[config.mk]
export PLATFORM = sky130hd
export DESIGN_NAME = loop_replay_buffer
export DESIGN_NICKNAME = d
export VERILOG_FILES = /design/src/rtl/lb_pkg.sv /design/src/rtl/lb_detect.sv /design/src/rtl/lb_store.sv /design/src/rtl/lb_gate.sv /design/src/rtl/lb_ctrl.sv /design/src/rtl/loop_replay_buffer.sv
export SDC_FILE = /design/constraint.sdc
export NUM_CORES = 1
export LEC_CHECK = 0
export BUFFER_PORTS_ARGS = -buffer_cell sky130_fd_sc_hd__buf_2
export CAP_MARGIN = 10
export CORE_MARGIN = 4
export CORE_UTILIZATION = 30
export CTS_CLUSTER_SIZE = 28
export DETAILED_ROUTE_END_ITERATION = 8
export PLACE_DENSITY = 0.57
export RECOVER_POWER = 50
export SLEW_MARGIN = 20
export SYNTH_ARGS = -nofsm -noshare
export SYNTH_HDL_FRONTEND = slang
export SYNTH_SLANG_ARGS = --single-unit
[constraint.sdc]
create_clock -name clk -period 4.45 [get_ports clk]
set_input_delay 0.6675 -clock clk [delete_from_list [all_inputs] [get_ports clk]]
set_output_delay 0.6675 -clock clk [all_outputs]
set_load 0.05 [all_outputs]
[src/rtl/lb_pkg.sv]
package lb_pkg;

  typedef enum logic [1:0] {
    LB_IDLE = 2'd0,
    LB_FILL = 2'd1,
    LB_PLAY = 2'd2
  } lb_state_e;

  localparam int unsigned FE_STAGES = 3;

  // True when a taken branch at br_pc jumping to tgt_pc closes a body of at
  // most depth operations (the branch itself included).
  function automatic logic loop_fits(input logic [31:0] br_pc,
                                     input logic [31:0] tgt_pc,
                                     input int unsigned depth);
    return (tgt_pc <= br_pc) && ((br_pc - tgt_pc) < depth);
  endfunction

  // Number of operations from tgt_pc up to and including br_pc.
  function automatic logic [31:0] loop_span(input logic [31:0] br_pc,
                                            input logic [31:0] tgt_pc);
    return br_pc - tgt_pc + 32'd1;
  endfunction

  // Advance a position inside a body of len entries, wrapping to zero.
  function automatic logic [31:0] ring_next(input logic [31:0] idx,
                                            input logic [31:0] len);
    return ((idx + 32'd1) >= len) ? 32'd0 : idx + 32'd1;
  endfunction

endpackage

[src/rtl/lb_detect.sv]
module lb_detect #(
  parameter int unsigned PC_W  = 16,
  parameter int unsigned DEPTH = 32,
  parameter int unsigned LEN_W = 6
) (
  input  logic [PC_W-1:0]  br_pc,
  input  logic [PC_W-1:0]  tgt_pc,
  input  logic             is_br,
  input  logic             taken,
  output logic             hit,
  output logic [LEN_W-1:0] span
);

  logic fits;

  always_comb begin
    fits = lb_pkg::loop_fits(32'(br_pc), 32'(tgt_pc), DEPTH);
    hit  = is_br && taken && fits;
    span = LEN_W'(lb_pkg::loop_span(32'(br_pc), 32'(tgt_pc)));
  end

endmodule

[src/rtl/lb_store.sv]
module lb_store #(
  parameter int unsigned DEPTH = 32,
  parameter int unsigned W     = 34,
  parameter int unsigned IDX_W = 5
) (
  input  logic             clk,
  input  logic             we,
  input  logic [IDX_W-1:0] waddr,
  input  logic [W-1:0]     wdata,
  input  logic [IDX_W-1:0] raddr,
  output logic [W-1:0]     rdata
);

  logic [DEPTH*W-1:0] flat;

  // One register per slot; validity is tracked by the controller.
  for (genvar g = 0; g < DEPTH; g++) begin : g_slot
    logic [W-1:0] q;
    always_ff @(posedge clk) begin
      if (we && (waddr == IDX_W'(g))) q <= wdata;
    end
    assign flat[g*W +: W] = q;
  end

  assign rdata = flat[raddr*W +: W];

endmodule

[src/rtl/lb_gate.sv]
module lb_gate #(
  parameter int unsigned STAGES = 3
) (
  input  logic              clk,
  input  logic              rst_n,
  input  logic              hold,
  output logic [STAGES-1:0] fe_en,
  output logic [STAGES-1:0] fe_gate
);

  // Each front-end stage gets its own enable and gate request; all follow
  // the same hold condition so they switch off and on together.
  for (genvar s = 0; s < STAGES; s++) begin : g_stage
    assign fe_en[s]   = !hold;
    assign fe_gate[s] = hold;
  end

  AST_STAGES_TOGETHER: assert property (@(posedge clk) disable iff (!rst_n)
    (fe_en == '0) || (fe_en == '1));

endmodule

[src/rtl/lb_ctrl.sv]
module lb_ctrl import lb_pkg::*; #(
  parameter int unsigned PC_W  = 16,
  parameter int unsigned IDX_W = 5,
  parameter int unsigned LEN_W = 6
) (
  input  logic             clk,
  input  logic             rst_n,
  input  logic             fire,
  input  logic             redirect,
  input  logic             out_ready,
  input  logic [PC_W-1:0]  in_pc,
  input  logic             in_br,
  input  logic             in_taken,
  input  logic [PC_W-1:0]  in_tgt,
  input  logic             cand,
  input  logic [LEN_W-1:0] cand_len,
  output logic             play,
  output logic             wr_en,
  output logic [IDX_W-1:0] wr_idx,
  output logic [IDX_W-1:0] rd_idx,
  output logic [PC_W-1:0]  head_pc
);

  lb_state_e        state_q, state_d;
  logic [IDX_W-1:0] wr_q, wr_d, rd_q, rd_d, rd_nx;
  logic [PC_W-1:0]  head_q, head_d, tail_q, tail_d;
  logic [LEN_W-1:0] len_q, len_d;
  logic [PC_W-1:0]  want_pc;

  // Named internal events, used by the next-state logic and the properties.
  logic ev_arm, ev_match, ev_slip, ev_end, ev_close, ev_refuse, ev_step;

  assign want_pc   = head_q + PC_W'(wr_q);
  assign rd_nx     = IDX_W'(ring_next(32'(rd_q), 32'(len_q)));

  assign ev_arm    = (state_q == LB_IDLE) && fire && cand;
  assign ev_match  = (state_q == LB_FILL) && fire && (in_pc == want_pc);
  assign ev_slip   = (state_q == LB_FILL) && fire && (in_pc != want_pc);
  assign ev_end    = ev_match && (in_pc == tail_q);
  assign ev_close  = ev_end && in_br && in_taken && (in_tgt == head_q);
  assign ev_refuse = ev_end && !ev_close;
  assign ev_step   = (state_q == LB_PLAY) && out_ready && !redirect;

  always_comb begin
    state_d = state_q;
    wr_d    = wr_q;
    rd_d    = rd_q;
    head_d  = head_q;
    tail_d  = tail_q;
    len_d   = len_q;
    if (redirect) begin
      state_d = LB_IDLE;
    end else begin
      unique case (state_q)
        LB_IDLE: if (ev_arm) begin
          state_d = LB_FILL;
          head_d  = in_tgt;
          tail_d  = in_pc;
          len_d   = cand_len;
          wr_d    = '0;
        end
        LB_FILL: begin
          if (ev_slip || ev_refuse) begin
            state_d = LB_IDLE;
          end else if (ev_close) begin
            state_d = LB_PLAY;
            rd_d    = '0;
          end else if (ev_match) begin
            wr_d = wr_q + 1'b1;
          end
        end
        LB_PLAY: if (ev_step) rd_d = rd_nx;
        default: state_d = LB_IDLE;
      endcase
    end
  end

  always_ff @(posedge clk or negedge rst_n) begin
    if (!rst_n) begin
      state_q <= LB_IDLE;
      wr_q    <= '0;
      rd_q    <= '0;
      head_q  <= '0;
      tail_q  <= '0;
      len_q   <= '0;
    end else begin
      state_q <= state_d;
      wr_q    <= wr_d;
      rd_q    <= rd_d;
      head_q  <= head_d;
      tail_q  <= tail_d;
      len_q   <= len_d;
    end
  end

  assign play    = (state_q == LB_PLAY);
  assign wr_en   = ev_match;
  assign wr_idx  = wr_q;
  assign rd_idx  = rd_q;
  assign head_pc = head_q;

  AST_PLAY_FROM_CAPTURE: assert property (@(posedge clk) disable iff (!rst_n)
    $rose(state_q == LB_PLAY) |-> $past(ev_close));

  AST_SLIP_DROPS: assert property (@(posedge clk) disable iff (!rst_n)
    ev_slip |=> (state_q == LB_IDLE));

  AST_STALL_KEEPS_SLOT: assert property (@(posedge clk) disable iff (!rst_n)
    ((state_q == LB_PLAY) && !out_ready && !redirect) |=>
      ((state_q == LB_PLAY) && $stable(rd_q)));

  AST_REDIRECT_TO_IDLE: assert property (@(posedge clk) disable iff (!rst_n)
    redirect |=> (state_q == LB_IDLE));

  AST_READ_IN_BODY: assert property (@(posedge clk) disable iff (!rst_n)
    (state_q == LB_PLAY) |-> (32'(rd_q) < 32'(len_q)));

  AST_FILL_IN_BODY: assert property (@(posedge clk) disable iff (!rst_n)
    (state_q == LB_FILL) |-> (32'(wr_q) < 32'(len_q)));

endmodule

[src/rtl/loop_replay_buffer.sv]
module loop_replay_buffer import lb_pkg::*; #(
  parameter int unsigned DEPTH = 32,
  parameter int unsigned UOP_W = 16,
  parameter int unsigned PC_W  = 16
) (
  input  logic                 clk,
  input  logic                 rst_n,
  input  logic                 in_valid,
  output logic                 in_ready,
  input  logic [PC_W-1:0]      in_pc,
  input  logic [UOP_W-1:0]     in_uop,
  input  logic                 in_br,
  input  logic                 in_taken,
  input  logic [PC_W-1:0]      in_tgt,
  input  logic                 redirect,
  output logic                 out_valid,
  input  logic                 out_ready,
  output logic [PC_W-1:0]      out_pc,
  output logic [UOP_W-1:0]     out_uop,
  output logic                 out_br,
  output logic                 out_taken,
  output logic [PC_W-1:0]      out_tgt,
  output logic [FE_STAGES-1:0] fe_en,
  output logic [FE_STAGES-1:0] fe_gate
);

  localparam int unsigned IDX_W = (DEPTH > 1) ? $clog2(DEPTH) : 1;
  localparam int unsigned LEN_W = $clog2(DEPTH + 1);
  localparam int unsigned ENT_W = UOP_W + 2 + PC_W;

  logic             fire, play, cand, wr_en, play_hold;
  logic [LEN_W-1:0] cand_len;
  logic [IDX_W-1:0] wr_idx, rd_idx;
  logic [PC_W-1:0]  head_pc, rp_pc, rp_tgt;
  logic [ENT_W-1:0] wr_ent, rd_ent;
  logic [UOP_W-1:0] rp_uop;
  logic             rp_br, rp_taken;

  assign in_ready  = !play && out_ready;
  assign fire      = in_valid && in_ready && !redirect;
  assign play_hold = play && !redirect;

  lb_detect #(.PC_W(PC_W), .DEPTH(DEPTH), .LEN_W(LEN_W)) u_detect (
    .br_pc(in_pc), .tgt_pc(in_tgt), .is_br(in_br), .taken(in_taken),
    .hit(cand), .span(cand_len)
  );

  lb_ctrl #(.PC_W(PC_W), .IDX_W(IDX_W), .LEN_W(LEN_W)) u_ctrl (
    .clk(clk), .rst_n(rst_n), .fire(fire), .redirect(redirect),
    .out_ready(out_ready), .in_pc(in_pc), .in_br(in_br),
    .in_taken(in_taken), .in_tgt(in_tgt), .cand(cand), .cand_len(cand_len),
    .play(play), .wr_en(wr_en), .wr_idx(wr_idx), .rd_idx(rd_idx),
    .head_pc(head_pc)
  );

  assign wr_ent = {in_uop, in_br, in_taken, in_tgt};

  lb_store #(.DEPTH(DEPTH), .W(ENT_W), .IDX_W(IDX_W)) u_store (
    .clk(clk), .we(wr_en), .waddr(wr_idx), .wdata(wr_ent),
    .raddr(rd_idx), .rdata(rd_ent)
  );

  assign {rp_uop, rp_br, rp_taken, rp_tgt} = rd_ent;
  assign rp_pc = head_pc + PC_W'(rd_idx);

  always_comb begin
    out_valid = redirect ? 1'b0 : (play ? 1'b1 : in_valid);
    out_pc    = play ? rp_pc    : in_pc;
    out_uop   = play ? rp_uop   : in_uop;
    out_br    = play ? rp_br    : in_br;
    out_taken = play ? rp_taken : in_taken;
    out_tgt   = play ? rp_tgt   : in_tgt;
  end

  lb_gate #(.STAGES(FE_STAGES)) u_gate (
    .clk(clk), .rst_n(rst_n), .hold(play_hold),
    .fe_en(fe_en), .fe_gate(fe_gate)
  );

  AST_PASS_THRU: assert property (@(posedge clk) disable iff (!rst_n)
    (!play && !redirect) |->
      ((out_valid == in_valid) && (out_pc == in_pc) && (in_ready == out_ready)));

  AST_FRONT_QUIET: assert property (@(posedge clk) disable iff (!rst_n)
    (play && !redirect) |-> ((fe_en == '0) && (fe_gate == '1) && !in_ready));

  AST_FLUSH_REOPENS: assert property (@(posedge clk) disable iff (!rst_n)
    redirect |-> ((fe_en == '1) && !out_valid));

  AST_OUT_HOLD: assert property (@(posedge clk) disable iff (!rst_n)
    (play && out_valid && !out_ready && !redirect) |=>
      ($stable(out_pc) && $stable(out_uop)));

endmodule

==> impl_metrics.prom <==
# TYPE chip_impl_metric gauge
chip_impl_metric{name="cts-htree-levels",unit=""} 3
chip_impl_metric{name="cts_max_path_buffers",unit=""} 3
chip_impl_metric{name="dp_cells",unit=""} 4923
chip_impl_metric{name="achievable-frequency",unit="MHz"} 228
chip_impl_metric{name="detailedRoute.firstPassIterationCount",unit=""} 5
chip_impl_metric{name="cts-buffers-inserted",unit=""} 111
chip_impl_metric{name="setup_failing_eps_final",unit=""} 0
chip_impl_metric{name="critPathMaxFanout",unit=""} 10
chip_impl_metric{name="power.sequential.fraction",unit="%"} 54.4
chip_impl_metric{name="synth-edff-count",unit=""} 1088
chip_impl_info{name="grt_setup_unrepaired",value="true"} 1
chip_impl_metric{name="drc_errors",unit=""} 0
chip_impl_info{name="class_of_the_tightest_hold_or_removal_check",value="in2reg"} 1
chip_impl_metric{name="critical_path_required",unit="ns"} 3.78
chip_impl_info{name="r2r_end",value="u_store.g_slot[6].q[3]"} 1
chip_impl_metric{name="power.switching",unit="W"} 0.00455
chip_impl_metric{name="period_share",unit="%"} 98.6
chip_impl_metric{name="timing.final.max_slew_violations",unit=""} 512
chip_impl_metric{name="dp_worst_setup_slack",unit="ns"} 0.143
chip_impl_metric{name="power.static_leakage",unit="nW"} 17.2
chip_impl_info{name="post_synth_main_area_contributors",value="edfxtp_1 69%, mux4_2 6.5%, mux2i_1 4.5%, dfrtp_1 2.7%, mux2_2 1.8%"} 1
chip_impl_metric{name="design.die.area",unit="mm²"} 0.163
chip_impl_metric{name="design.final.nets",unit=""} 3090
chip_impl_metric{name="worst_ir_drop_vdd",unit="V"} 0.000307
chip_impl_metric{name="register_to_register_path_setup_slack",unit="ns"} 0.17
chip_impl_metric{name="initial_core_util",unit="%"} 30.2
chip_impl_metric{name="totalNegativeSetupSlack",unit="ns"} 0
chip_impl_info{name="synthDominantAreaCellType",value="edfxtp_1"} 1
chip_impl_metric{name="dr.first_iter.drc_count",unit=""} 2621
chip_impl_metric{name="tritoncts_num_sinks",unit=""} 1138
chip_impl_metric{name="placement_rows",unit=""} 145
chip_impl_metric{name="post_synth_xor_area_fraction",unit="%"} 1.49
chip_impl_metric{name="first_global_vias",unit=""} 26100
chip_impl_metric{name="cap_violations",unit=""} 16
chip_impl_metric{name="power.share.combinational",unit="%"} 3.3
chip_impl_metric{name="synthSimpleGateAreaFrac",unit="%"} 2.91
chip_impl_info{name="cts_tree",value="built"} 1
chip_impl_metric{name="final_layout_size_suffix_gt1_share",unit="%"} 22.8
chip_impl_info{name="holdCritStartpoint",value="in_tgt[6]"} 1
chip_impl_metric{name="post_synth.cell_area_avg",unit="µm²"} 17.2
chip_impl_metric{name="post_synth_fa_ha_maj_area_fraction",unit="%"} 1.19
chip_impl_metric{name="route.detailed.wl_per_inst",unit="µm"} 25.7
chip_impl_metric{name="async_flop_share",unit="%"} 4.39
chip_impl_metric{name="synth-compound-area-share",unit="%"} 7.07
chip_impl_metric{name="cellPowerDensity",unit="mW/mm²"} 389
chip_impl_info{name="cp-end-kind",value="output port"} 1
chip_impl_metric{name="syn_nets",unit=""} 2841
chip_impl_metric{name="synth-seq-area-share",unit="%"} 72.1
chip_impl_info{name="path_class",value="reg2out"} 1
chip_impl_metric{name="synth_cell_types",unit=""} 63
chip_impl_metric{name="multi_input_comb_area",unit="mm²"} 0.0126
chip_impl_metric{name="worst_path_arrival_time",unit="ns"} 3.72
chip_impl_metric{name="count_of_mapped_cells_out_of_synthesis",unit=""} 2743
chip_impl_metric{name="finalWorstPathRequiredPeriod",unit="ns"} 4.39
chip_impl_metric{name="fillCellCount",unit=""} 14600
chip_impl_metric{name="tightestPinTransition",unit="ns"} 1.89
chip_impl_metric{name="die-width",unit="µm"} 404
chip_impl_metric{name="drt.antenna.violating_nets",unit=""} 0
chip_impl_metric{name="syn_area",unit="mm²"} 0.0470
chip_impl_info{name="root_buffer",value="clkbuf_16"} 1
chip_impl_metric{name="regArea",unit="mm²"} 0.0339
chip_impl_metric{name="p_sw_share",unit="%"} 21.1
chip_impl_metric{name="synth_top_area_share",unit="%"} 69.4
chip_impl_metric{name="pin_count_of_the_biggest_net_entering_global_routing",unit=""} 62
chip_impl_metric{name="final_hold_viol_count",unit=""} 0
chip_impl_metric{name="normalized_max_slew_margin",unit="%"} -25.9
chip_impl_metric{name="ys_warn_count",unit=""} 0
chip_impl_metric{name="postSynthRegisterBits",unit=""} 1138
chip_impl_metric{name="worstRegToRegCells",unit=""} 12
chip_impl_metric{name="global_route_wire_length_before_repair",unit="µm"} 191000
chip_impl_info{name="synth_top_family_by_area",value="multiplexers"} 1
chip_impl_metric{name="coreArea",unit="mm²"} 0.156
chip_impl_info{name="run_status",value="complete, but fails checks"} 1
chip_impl_info{name="synth-main-ff-cell",value="edfxtp_1"} 1
chip_impl_metric{name="track_usage",unit="%"} 15.9
chip_impl_metric{name="yosys-mux-area-fraction",unit="%"} 13.4
chip_impl_metric{name="avgViaCountPerCell",unit=""} 5.13
chip_impl_info{name="timing.rr.start",value="u_ctrl.head_pc[0]"} 1
chip_impl_metric{name="ioPinCount",unit=""} 113
chip_impl_metric{name="min_delay_path_depth",unit=""} 3
chip_impl_info{name="violations",value="max-capacitance violations, max-slew violations"} 1
chip_impl_metric{name="grt_antenna_before_repair",unit=""} 4
chip_impl_metric{name="clock_power_share",unit="%"} 42.3
chip_impl_info{name="min_to",value="u_ctrl.head_pc[6]"} 1
chip_impl_metric{name="hpwl_detailed",unit="µm"} 79200
chip_impl_metric{name="clock-skew-final",unit="ns"} 0.0469
chip_impl_metric{name="clk_pin_slew",unit="ns"} 0.07
chip_impl_metric{name="areaGrowthSynthToFinish",unit="%"} 17.8
chip_impl_info{name="worst_setup_path_start_kind",value="register"} 1
chip_impl_metric{name="fp.dieH",unit="µm"} 404
chip_impl_metric{name="gr-total-overflow",unit=""} 0
chip_impl_metric{name="clock_insertion_delay_worst_skew",unit="ns"} 0.72
chip_impl_metric{name="setup_slack",unit="ns"} 0.0603
chip_impl_metric{name="rd_place_congestion",unit=""} 0.866
chip_impl_metric{name="placement.io_buffers",unit=""} 112
chip_impl_metric{name="routed-via-count",unit=""} 26400
chip_impl_metric{name="cell_internal_pwr",unit="W"} 0.0170
chip_impl_metric{name="layoutNonFillerInstCount",unit=""} 5140
chip_impl_metric{name="drt_wl_total",unit="µm"} 132000
worst max-delay path by stage:
stage	from	to	depth (start not counted)
global route	u_ctrl.rd_idx[0]	out_uop[15]	11
CTS	u_ctrl.rd_idx[1]	out_uop[12]	11
finish	u_ctrl.rd_idx[0]	out_tgt[7]	10
global placement	u_ctrl.head_pc[0]	u_store.g_slot[22].q[13]	12
detailed placement	in_tgt[0]	u_ctrl.tail_q[4]	12
floorplan	u_ctrl.wr_idx[0]	u_store.g_slot[20].q[0]	11
sequential cells by signal, indices dropped and copies added, names as in the netlist:
signal and cells:
u_ctrl.tail_q 16, u_ctrl.len_q 6, u_ctrl.state_q 2, u_store.g_slot.q 1088
u_ctrl.wr_idx 5, u_ctrl.head_pc 16, u_ctrl.rd_idx 5
layout by cell type, fill, tap and decap left out, types with 25 or more instances in the layout:
cell type  netlist  routed
a211oi_1        50      40
a21oi_1        161     157
buf_12           2      52
buf_2           37      70
buf_4            5     100
clkbuf_1        90      79
clkbuf_16        0     113
clkinv_2         0      29
dfrtp_1         50      45
edfxtp_1      1088    1088
ha_1            40      40
inv_1           42      41
mux2_2          77      76
mux2i_1        212     212
mux4_2         136     136
nand2_1        134     132
nand3_1         25      25
nor2_1          57      26
nor2_4           0      30
o21ai_0        148     141
o221ai_1        69      69
o22ai_1         69      69
xnor2_1         54      54
xor2_1          26      26
cell type report:
type                    count  share of cell area [%]
diodes                      2                 0.00903
multi-input cells        1402                    22.7
clock buffers             138                    5.23
inverters                  42                   0.284
repair buffers            297                    4.85
well taps                2058                    4.65
clock inverters            63                    1.05
flip-flops and latches   1138                    61.2
cells in the mapped netlist, types with 8 or more instances:
library cell	instances
buf_2	37
a21oi_1	161
nor2b_1	9
nand3_1	25
a211oi_1	50
nand2b_1	9
nor2_1	57
nor3_1	8
xnor2_1	54
nand4_1	14
mux2_2	77
nor4_1	8
nand2_1	134
o21ai_0	148
o22ai_1	69
mux2i_1	212
ha_1	40
edfxtp_1	1088
inv_1	42
buf_1	26
dfrtp_1	50
o221ai_1	69
mux2_4	16
a21o_1	12
mux4_2	136
xor2_1	26
clkbuf_1	90
logic make-up after synthesis:
logic type                 count (synthesis)
AOI/OAI and AO/OA                        542
and+or+nand+nor                          295
adders and majority gates                 43
DFF                                     1138
xor gates and xnor gates                  80
buffers and inverters                    203
muxes                                    442
layer usage:
layer | part of all wire [%] | up-vias | track usage [%]
met2 | 47 | 1009 | 25.7
met3 | 6.6 | 155 | 2.65
met4 | 1.9 | 0 | 3.36
met1 | 44 | 13700 | 22.6
li1 | - | 11500 | -
met5 | 0 | - | 0
timing repair:
action,4_1_cts,5_1_grt
endpoints found under the setup margin,29,245
setup buffers,9,2
pin swaps,0,2
gates resized for setup,10,31
hold buffers,1,0
hold endpoints to repair,19,0
gates cloned,0,2
power groups by stage:
stage / Combinational (W) / Clock, W / Sequential (W)
after floorplan: 0.000330 / 0 / 0.0120
after global placement: 0.000709 / 0 / 0.0120
after detailed placement: 0.000711 / 0 / 0.0120
after CTS: 0.000717 / 0.00935 / 0.0117
after global routing: 0.000760 / 0.00979 / 0.0117
final: 0.000703 / 0.00913 / 0.0117
worst max-delay path, stage by stage (launching register included):
cell	delay, ns
dfrtp_4	0.54
buf_6	0.22
buf_6	0.21
mux2_2	0.35
a21oi_1	0.12
o21ai_0	0.13
o22ai_1	0.23
a211oi_2	0.10
a211oi_1	0.58
a21oi_1	0.22
buf_2	0.28
per-stage QoR:
step	hold slack, ns	util, %	power [W]	cell area, µm²
detailed placement	0.506	33.2	0.0127	51800
CTS	0.226	35.5	0.0218	55400
global route	0.303	35.5	0.0223	55400
global placement	0.513	33.2	0.0127	51800
finish	0.301	35.5	0.0216	55400
floorplan	0.372	-	0.0123	47000
Power figures use the tool's default switching activity.
